`src/rtl/pcb_pkg.sv`:
```
// Package: shared constants and the register-region type for the counter bank.
// Assumes byte addressing with 64-bit registers on an 8-byte stride.
package pcb_pkg;

    localparam int unsigned WORD_BYTES      = 8;
    localparam int unsigned CNT_REGION_BASE = 'h000;
    localparam int unsigned CFG_REGION_BASE = 'h100;

    typedef enum logic [1:0] {
        RGN_NONE   = 2'd0,
        RGN_COUNT  = 2'd1,
        RGN_CONFIG = 2'd2
    } region_e;

endpackage

```
`src/rtl/pcb_addr_dec.sv`:
```
// Address decoder: turns a byte address into a region and a counter index,
// and produces per-counter write strobes.
// Assumes NUM_CNT >= 2. An address that is not aligned to 8 bytes, or that
// falls past the last counter of a region, maps to RGN_NONE.
module pcb_addr_dec
    import pcb_pkg::*;
#(
    parameter int ADDR_W  = 12,
    parameter int NUM_CNT = 8
) (
    input  logic [ADDR_W-1:0]          addr,
    input  logic                       wr_en,
    output region_e                    region,
    output logic [$clog2(NUM_CNT)-1:0] idx,
    output logic [NUM_CNT-1:0]         cnt_we,
    output logic [NUM_CNT-1:0]         cfg_we
);
    localparam int IDX_W  = $clog2(NUM_CNT);
    localparam int WORD_W = ADDR_W - 3;
    localparam logic [WORD_W-1:0] CNT_WORD = WORD_W'(CNT_REGION_BASE / WORD_BYTES);
    localparam logic [WORD_W-1:0] CFG_WORD = WORD_W'(CFG_REGION_BASE / WORD_BYTES);
    localparam logic [WORD_W-1:0] SPAN     = WORD_W'(NUM_CNT);

    logic [WORD_W-1:0] word;
    logic              aligned;

    // Classify the address into a region and an index within it.
    always_comb begin
        word    = addr[ADDR_W-1:3];
        aligned = (addr[2:0] == 3'd0);
        region  = RGN_NONE;
        idx     = '0;
        if (aligned && word >= CNT_WORD && word < CNT_WORD + SPAN) begin
            region = RGN_COUNT;
            idx    = IDX_W'(word - CNT_WORD);
        end else if (aligned && word >= CFG_WORD && word < CFG_WORD + SPAN) begin
            region = RGN_CONFIG;
            idx    = IDX_W'(word - CFG_WORD);
        end
    end

    // Raise the write strobe of the one addressed register.
    always_comb begin
        for (int i = 0; i < NUM_CNT; i++) begin
            cnt_we[i] = wr_en && (region == RGN_COUNT)  && (idx == IDX_W'(i));
            cfg_we[i] = wr_en && (region == RGN_CONFIG) && (idx == IDX_W'(i));
        end
    end

endmodule

```
`src/rtl/pcb_event_sel.sv`:
```
// Event selector: picks the event bit named by a select code.
// Code 0 and codes above NUM_EVENTS select nothing. Code c selects evt[c-1].
// Assumes NUM_EVENTS < 2**SEL_W.
module pcb_event_sel #(
    parameter int SEL_W      = 8,
    parameter int NUM_EVENTS = 36
) (
    input  logic [SEL_W-1:0]      sel,
    input  logic [NUM_EVENTS-1:0] evt,
    output logic                  hit
);
    // Compare the code against each defined source code.
    always_comb begin
        hit = 1'b0;
        for (int k = 0; k < NUM_EVENTS; k++) begin
            if (sel == SEL_W'(k + 1)) hit = evt[k];
        end
    end

endmodule

```
`src/rtl/pcb_counter_slot.sv`:
```
// One counter slot: a configuration register and a count register.
// The count advances by one on each cycle in which the selected event fires.
// A configuration write governs the cycle in which it happens. A count write
// wins over an increment in the same cycle. The count wraps modulo 2**DATA_W.
module pcb_counter_slot #(
    parameter int DATA_W     = 64,
    parameter int SEL_W      = 8,
    parameter int NUM_EVENTS = 36
) (
    input  logic                  clk,
    input  logic                  rst_n,
    input  logic                  cnt_we,
    input  logic                  cfg_we,
    input  logic [DATA_W-1:0]     wdata,
    input  logic [NUM_EVENTS-1:0] evt,
    output logic [DATA_W-1:0]     cnt_q,
    output logic [DATA_W-1:0]     cfg_q
);
    logic [SEL_W-1:0] active_sel;
    logic             hit;

    // The code being written governs this cycle; otherwise the stored code does.
    always_comb begin
        active_sel = cfg_we ? wdata[SEL_W-1:0] : cfg_q[SEL_W-1:0];
    end

    pcb_event_sel #(
        .SEL_W      (SEL_W),
        .NUM_EVENTS (NUM_EVENTS)
    ) u_sel (
        .sel (active_sel),
        .evt (evt),
        .hit (hit)
    );

    // Configuration register: stores all bits written.
    always_ff @(posedge clk) begin
        if (!rst_n)      cfg_q <= '0;
        else if (cfg_we) cfg_q <= wdata;
    end

    // Count register: software load first, then the event increment.
    always_ff @(posedge clk) begin
        if (!rst_n)      cnt_q <= '0;
        else if (cnt_we) cnt_q <= wdata;
        else if (hit)    cnt_q <= cnt_q + DATA_W'(1);
    end

    // a count write lands exactly as written.
    a_r8_write_wins: assert property (@(posedge clk) disable iff (!rst_n)
        cnt_we |=> cnt_q == $past(wdata));

    // a configuration write stores the full word.
    a_r3_cfg_stored: assert property (@(posedge clk) disable iff (!rst_n)
        cfg_we |=> cfg_q == $past(wdata));

    // without a write the count moves by at most one.
    a_r4_single_step: assert property (@(posedge clk) disable iff (!rst_n)
        !cnt_we |=> (cnt_q == $past(cnt_q) || cnt_q == $past(cnt_q) + DATA_W'(1)));

    // a stopped counter with no write holds still.
    a_r5_stopped_holds: assert property (@(posedge clk) disable iff (!rst_n)
        (!cnt_we && !cfg_we && cfg_q[SEL_W-1:0] == '0) |=> $stable(cnt_q));

endmodule

```
`src/rtl/pcb_read_mux.sv`:
```
// Read mux: returns the register named by region and index, or zero when
// the address decodes to no register.
module pcb_read_mux
    import pcb_pkg::*;
#(
    parameter int DATA_W  = 64,
    parameter int NUM_CNT = 8
) (
    input  region_e                         region,
    input  logic [$clog2(NUM_CNT)-1:0]      idx,
    input  logic [NUM_CNT-1:0][DATA_W-1:0]  cnt_bank,
    input  logic [NUM_CNT-1:0][DATA_W-1:0]  cfg_bank,
    output logic [DATA_W-1:0]               rdata
);
    // Pick the addressed register for the read data.
    always_comb begin
        unique case (region)
            RGN_COUNT:  rdata = cnt_bank[idx];
            RGN_CONFIG: rdata = cfg_bank[idx];
            default:    rdata = '0;
        endcase
    end

endmodule

```
`src/rtl/perf_counter_bank.sv`:
```
// Top of the performance event counter bank: NUM_CNT counter slots behind a
// byte-addressed register port. Count registers start at the count region
// base and configuration registers at the configuration region base, each
// on an 8-byte stride. Read data is combinational from reg_addr.
// Assumes a single clock and synchronous active-low reset.
module perf_counter_bank
    import pcb_pkg::*;
#(
    parameter int NUM_CNT    = 8,
    parameter int DATA_W     = 64,
    parameter int SEL_W      = 8,
    parameter int NUM_EVENTS = 36,
    parameter int ADDR_W     = 12
) (
    input  logic                  clk,
    input  logic                  rst_n,
    input  logic [ADDR_W-1:0]     reg_addr,
    input  logic                  reg_wr,
    input  logic [DATA_W-1:0]     reg_wdata,
    output logic [DATA_W-1:0]     reg_rdata,
    input  logic [NUM_EVENTS-1:0] evt_in
);
    localparam int IDX_W = $clog2(NUM_CNT);

    region_e                        region;
    logic [IDX_W-1:0]               idx;
    logic [NUM_CNT-1:0]             cnt_we;
    logic [NUM_CNT-1:0]             cfg_we;
    logic [NUM_CNT-1:0][DATA_W-1:0] cnt_bank;
    logic [NUM_CNT-1:0][DATA_W-1:0] cfg_bank;

    pcb_addr_dec #(
        .ADDR_W  (ADDR_W),
        .NUM_CNT (NUM_CNT)
    ) u_dec (
        .addr   (reg_addr),
        .wr_en  (reg_wr),
        .region (region),
        .idx    (idx),
        .cnt_we (cnt_we),
        .cfg_we (cfg_we)
    );

    for (genvar g = 0; g < NUM_CNT; g++) begin : g_slot
        pcb_counter_slot #(
            .DATA_W     (DATA_W),
            .SEL_W      (SEL_W),
            .NUM_EVENTS (NUM_EVENTS)
        ) u_slot (
            .clk    (clk),
            .rst_n  (rst_n),
            .cnt_we (cnt_we[g]),
            .cfg_we (cfg_we[g]),
            .wdata  (reg_wdata),
            .evt    (evt_in),
            .cnt_q  (cnt_bank[g]),
            .cfg_q  (cfg_bank[g])
        );
    end

    pcb_read_mux #(
        .DATA_W  (DATA_W),
        .NUM_CNT (NUM_CNT)
    ) u_rmux (
        .region   (region),
        .idx      (idx),
        .cnt_bank (cnt_bank),
        .cfg_bank (cfg_bank),
        .rdata    (reg_rdata)
    );

    // a write reaches at most one register.
    a_r11_one_target: assert property (@(posedge clk) disable iff (!rst_n)
        $onehot0({cnt_we, cfg_we}));

    // an unmapped address reads zero.
    a_r10_unmapped_quiet: assert property (@(posedge clk) disable iff (!rst_n)
        (region == RGN_NONE) |-> reg_rdata == '0);

endmodule

```
`config.mk`:
```
export PLATFORM = sky130hd
export DESIGN_NAME = perf_counter_bank
export DESIGN_NICKNAME = d
export VERILOG_FILES = /design/src/rtl/pcb_pkg.sv /design/src/rtl/pcb_addr_dec.sv /design/src/rtl/pcb_event_sel.sv /design/src/rtl/pcb_counter_slot.sv /design/src/rtl/pcb_read_mux.sv /design/src/rtl/perf_counter_bank.sv
export SDC_FILE = /design/constraint.sdc
export NUM_CORES = 2
export LEC_CHECK = 0
export BUFFER_PORTS_ARGS = -buffer_cell sky130_fd_sc_hd__buf_4
export CORE_UTILIZATION = 25
export DETAILED_ROUTE_END_ITERATION = 16
export GPL_ROUTABILITY_DRIVEN = 1
export GPL_TIMING_DRIVEN = 0
export MAX_ROUTING_LAYER = met4
export PLACE_DENSITY_LB_ADDON = 0.12
export SLEW_MARGIN = 40
export SYNTH_ARGS = -nofsm -noshare
export SYNTH_HDL_FRONTEND = slang
export SYNTH_SLANG_ARGS = --single-unit
```
`constraint.sdc`:
```
create_clock -name clk -period 7 [get_ports clk]
set_clock_uncertainty 0.2 [all_clocks]
set_input_delay 0.7 -clock clk [delete_from_list [all_inputs] [get_ports clk]]
set_output_delay 0.7 -clock clk [all_outputs]
set_load 0.02 [all_outputs]
```
==> Yosys cells after proc, flatten, opt, wreduce, memory -nomap -nowiden <==
Cells that the tools add are included.
{ "word_totals": {"input_bits": 115, "out_inout_bits": 64, "ff_bits": 1024, "wordCells": 680} }
{ "classes": {"eq_ne": 297, "addsub": 9, "n_mux": 321, "n_reduce_logical": 32, "order_cmp": 5} }
{ "ops": {"columns": ["operator", "n"], "rows": [
  ["$mux W64", 18],
  ["$eq A8 B5 Y1 const B", 128],
  ["$add A64 B1 Y64 const B", 8],
  ["$eq A8 B4 Y1 const B", 64],
  ["$bmux W64 S3", 2],
  ["$eq A8 B6 Y1 const B", 40],
  ["$mux W1", 288],
  ["$eq A8 B3 Y1 const B", 32],
  ["$eq A8 B2 Y1 const B", 16],
  ["$pmux W64 S2", 1],
  ["$eq A8 B1 Y1 const B", 8],
  ["$mux W8", 8],
  ["$logic_and A1 B1 Y1", 22],
  ["$reduce_bool A2 Y1", 8],
  ["$eq A3 B3 Y1 const B", 4],
  ["$ge A9 B1 Y1 const B", 1],
  ["$ge A9 B6 Y1 const B", 1],
  ["$lt A9 B4 Y1 const B", 1],
  ["$lt A9 B6 Y1 const B", 1],
  ["$eq A3 B2 Y1 const B", 2],
  ["$logic_not A3 Y1", 2],
  ["$mux W3", 2],
  ["$lt A3 B4 Y1 const B", 1],
  ["$mux W2", 2],
  ["4 further kinds", 4]
]} }

==> Logic depth before layout (Yosys ltp) <==
{ "depth": {"depth_word": 48, "ltp_mapped": 18, "ltp_nobuf": 12} }

==> Modules after synthesis <==
From an unflattened synthesis, not the netlist that was laid out.
{ "unflattened": {"cells_unflattened": 7508, "area_unflattened_um2": 64642.0} }
{ "by_module_without_submodules": {"columns": ["module", "n_inst", "cells_per_inst", "area_per_inst_um2"], "rows": [
  ["pcb_counter_slot", 8, 722, 6282.3],
  ["pcb_read_mux", 1, 1013, 9068.7],
  ["pcb_event_sel", 8, 85, 629.4],
  ["pcb_addr_dec", 1, 39, 280.3]
]} }

==> Worst setup path after synthesis <==
Ideal clock, no wire load.
{ "synth_path": {"path_type": "input -> output", "start": "input port reg_addr[11]", "end": "output port reg_rdata[14]", "path_stages": 8, "n_path_buf": 4, "path_slack_ps": 2512, "arrival_ps": 3588, "cell_sequence": "or4_1 > clkbuf_1 > nor3_1 > clkbuf_1 > clkbuf_1 > clkbuf_1 > o221ai_1 > o21ai_0"} }
{ "synth_between": {"elab_chain_len": 8, "word_cells_on_any_way": 19} }
{ "synth_lines": {"columns": ["item", "line_no", "text"], "rows": [
  ["from (decl)", "perf_counter_bank.sv:17", "input logic [ADDR_W-1:0] reg_addr,"],
  ["$ge A9 B6 Y1", "pcb_addr_dec.sv:36", "end else if (aligned && word >= CFG_WORD && word < CFG_WORD + SPAN) begin"],
  ["$logic_and A1 B1 Y1 (2 in series)", "pcb_addr_dec.sv:36", null],
  ["$mux W3", "pcb_addr_dec.sv:36", null],
  ["$mux W3", "pcb_addr_dec.sv:33", "if (aligned && word >= CNT_WORD && word < CNT_WORD + SPAN) begin"],
  ["$bmux W64 S3 (on tied branches)", "pcb_read_mux.sv:19, pcb_read_mux.sv:18", null],
  ["$mux W64 (on tied branches)", "pcb_read_mux.sv:19, pcb_read_mux.sv:18", null],
  ["$pmux W64 S2 (*)", "pcb_read_mux.sv:17", "unique case (region)"],
  ["to (decl)", "perf_counter_bank.sv:20", "output logic [DATA_W-1:0] reg_rdata,"]
]} }
Every way passes the cells marked *; elsewhere a longest branch is shown, timed or not. The select of a mux whose other input is x is not followed.

==> Worst setup path in the final report <==
{ "layout_path": {"start": "input port reg_addr[11]", "end": "output port reg_rdata[22]"} }
Same word-level chain as after synthesis.

==> impl_results.md <==
* GR Util met1 at 54.9%
* Hold Startpoint: reg_wdata[17]
* Prevailing post-synth register cell: dfxtp_1
* Yosys warns at 0
* Pint at 10.4 mW
* Cts hold-fix bufs at 0
* Mapped Cells at 8388
* GR Util met3 at 12.3%
* Worst setup path class: primary input to primary output
* # clock sinks at 1024
* Critical Path AT at 6300 ps
* Total Power at 14.7 mW
* Failing checks: negative setup slack
* Most frequent cells in the layout: nand2_1, a21oi_1, dfxtp_1
* Placed cell count at 11800
* CP bufs+invs at 6
* Sw frac at 29.3%
* Row cnt at 178
* GR Util met2 at 55.4%
* Effective utilization at floorplan at 25.2%
* Largest net degree at the start of global routing at 17
* Crit share post-route at 103%
* Startpoint types: primary input
* Share of the synthesized area in the top cell type at 34.6%
* Asr flop ratio synth at 0%
* Share of layout cells above drive strength 1 at 10.8%
* Register area share after synthesis at 34.6%
* CP max FO at 10
* Max Cap Viol at 0
* Worst-Margin Slew at 1100 ps
* Layout Nets at 8885
* Vias in the first global route at 67400
* RR Startpoint: g_slot[1].u_slot.cfg_q[1]$_SDFFE_PN0N_
* Root Buffer: clkbuf_16
* Layout Cells excl Fill at 12100
* Die area at 239000 µm²
* Power share of the clock group at 51.9%
* Drt first pass iters at 7
* GPL Wtd Cong at 1.17
* Final setup viols at 3
* FF+latch count, synth at 1024
* Most used cell, CP: buf_4
* Worst skew pair latency at 850 ps
* Syn Nets at 8511
* Worst-path cell chain: buf_4 -> or4_1 -> clkbuf_1 -> nor3_2 -> buf_4 -> clkbuf_2 -> clkbuf_2 -> o22ai_1 -> nor3_1 -> a21oi_1 -> o21ai_0 -> buf_4
* Die height at 489 µm
* Most used routing layer: met2
* Critical path launch point: reg_addr[11]
* CTS tree: built
* FMAX at 0.139 GHz
* Final ANT Viol Nets at 0
* DP HPWL at 389 mm
* Die X-Extent at 489 µm
* CORE AREA at 235000 µm²
* Ranking of synthesized cells by area: dfxtp_1, nand2_1, a21oi_1, o22ai_1, clkbuf_1
* Peak VDD IR at 0.202 mV
* Unrepaired setup endpoints after global routing: no
* CP Capture Type: primary output
* Layout fillers at 25900
* R2R Setup Slk at 1670 ps
* Cell area after synthesis at 59300 µm²
* Clock-pin slew on the worst setup and hold paths at 60 ps
* Total Routing Usage GR at 42.1%
* Initial DRC count at 14100
* H-tree lvl count at 4
* Drt drc at 0
* Vias at 76900
* Number of flops mapped to enable cells by yosys at 0
* Syn avg cell area at 7.07 µm²
* Commonest non-fill, non-tap cell in the layout: nand2_1
* CP max stage cell: o21ai_0
* Final setup margin at -200 ps
* Total CTS buffers at 138
* Total wire length at 507 mm
* # IOs at 179
* Pwr/cell area at 205 nW/µm²
* Area Overhead vs Synth at 20.7%
* Routed wire length per instance at 41.9 µm
* Slew headroom at 26.4%
* IO buf count at 148
* Antenna violations before repair at 90
* CP max stage delay at 800 ps
* Post-DR vias/cell at 6.36
* Logic gate share of total power at 8.0%
* Crit path time final at 7200 ps
* Synth unique cells at 92
* Slew Limit Fails at 0
* Psw at 4.29 mW
* Crit-path leading delay family: buffers and inverters
* Yosys top cell by area: dfxtp_1
* Maximum clock path buffer count at 3
* Sequential share of power at 40.1%
* Hold Vio Cnt, Final at 0
* Setup Fix Bufs, Post-CTS at 0
* Status: finished, violations left
* Critical Path RT at 6100 ps
* Static leakage power at 22.2 nW
* Worst min path class: primary input to flip-flop
* First-pass GRT wire length at 652 mm
* Grt ovf at 0
* PostCTS Resize Cnt at 0
cells by family (layout without fill, tap and decap cells):
logic type | Yosys count | in the layout | synth area share (%)
flip-flops | 1024 | 1024 | 34.6
adder cells (fa/ha/maj) | 8 | 8 | 0.169
AO/OA/AOI/OAI | 2877 | 2877 | 29.2
XOR/XNOR | 201 | 201 | 2.97
buffers and inverters | 863 | 1338 | 5.56
AND/OR/NAND/NOR | 3262 | 3262 | 24.8
other | 0 | 82 | 0
multiplexers | 153 | 153 | 2.69
cell type report:
type,count,area [µm²],share of cell area [%]
multi-input combinational,6501,35800,50.1
sequential,1024,20500,28.7
clock buffer,200,3990,5.58
tap,3150,3940,5.51
buffer,762,3300,4.61
timing repair buffer,234,2750,3.84
clock inverter,41,666,0.930
inverter,101,379,0.530
antenna,82,205,0.287
flip-flops by register name (all words and copies together), names as in the netlist:
register and cells:
g_slot.u_slot.cnt_q 512, g_slot.u_slot.cfg_q 512
cell usage after synthesis (12+ instances only):
library cell,n
nand2_1,1580
a21oi_1,1131
dfxtp_1,1024
clkbuf_1,666
nor2_1,573
o22ai_1,559
o21ai_0,485
nor3_1,273
nand3_1,244
xnor2_1,188
mux2i_1,104
and3_1,103
inv_1,101
nand4_1,84
nor4_1,83
a31oi_1,80
o221ai_1,77
o31ai_1,70
o32ai_1,65
or3_1,65
buf_1,59
a211oi_1,55
a22oi_1,51
mux2_2,47
nand2b_1,42
nor2b_1,41
and2_1,34
buf_2,34
o221a_2,28
o211ai_1,27
and4_1,26
o21a_1,26
a221oi_1,22
a32o_1,20
o21ai_1,20
nor3b_1,19
a41oi_1,18
nand3b_1,17
a311oi_1,14
or2_2,14
a222oi_1,13
o41ai_1,13
xor2_1,13
a31o_2,12
worst reg2reg max path, stage by stage, from the launching register on:
cell and delay (ps):
dfxtp_1 310, clkbuf_1 430, nor2_1 180, mux2i_1 500, o221ai_1 180, and3_1 210, or4b_1 530, a211oi_2 770
o2111ai_2 550, clkbuf_1 560, nor4_1 500, xnor2_1 170, o22ai_1 80
power groups by stage:
stage / sequential [mW] / combinational [mW] / clock [mW]
3_5_place_dp: 6.00 / 1.08 / 0
2_1_floorplan: 5.98 / 0.291 / 0
4_1_cts: 5.87 / 1.09 / 7.61
3_3_place_gp: 6.00 / 1.02 / 0
6_report: 5.87 / 1.17 / 7.61
5_1_grt: 5.87 / 1.11 / 7.83
per-stage QoR:
stage                     instance area (µm²)  utilization [%]  worst slack [ps]  TNS, ps  hold slack, ps
after floorplan                         59300                -              2510        0             231
after global placement                  64300             27.3             -3410  -333440             238
after detailed placement                66600             28.3               308        0             245
after CTS                               71200             30.3               320        0            91.7
after global routing                    71400             30.3               153        0             159
final                                   71500             30.4              -200     -408             148
worst paths after layout:
path / end / depth (start not counted)
max: reg_rdata[22] / 12
max reg2reg: g_slot[1].u_slot.cnt_q[56]$_SDFFE_PN0P_ / 12
min reg2reg: g_slot[7].u_slot.cfg_q[14]$_SDFFE_PN0P_ / 2
min: g_slot[1].u_slot.cnt_q[17]$_SDFFE_PN0P_ / 3
per-layer routing:
layer  vias to the layer above  wire length, µm  part of all wire (%)
met5                         -                0                     0
met4                         0            37500                   7.4
met3                      1147            62500                    12
met2                      5996           198000                    39
li1                      31400                -                     -
met1                     38400           209000                    41
(Power assumes the default switching activity.)
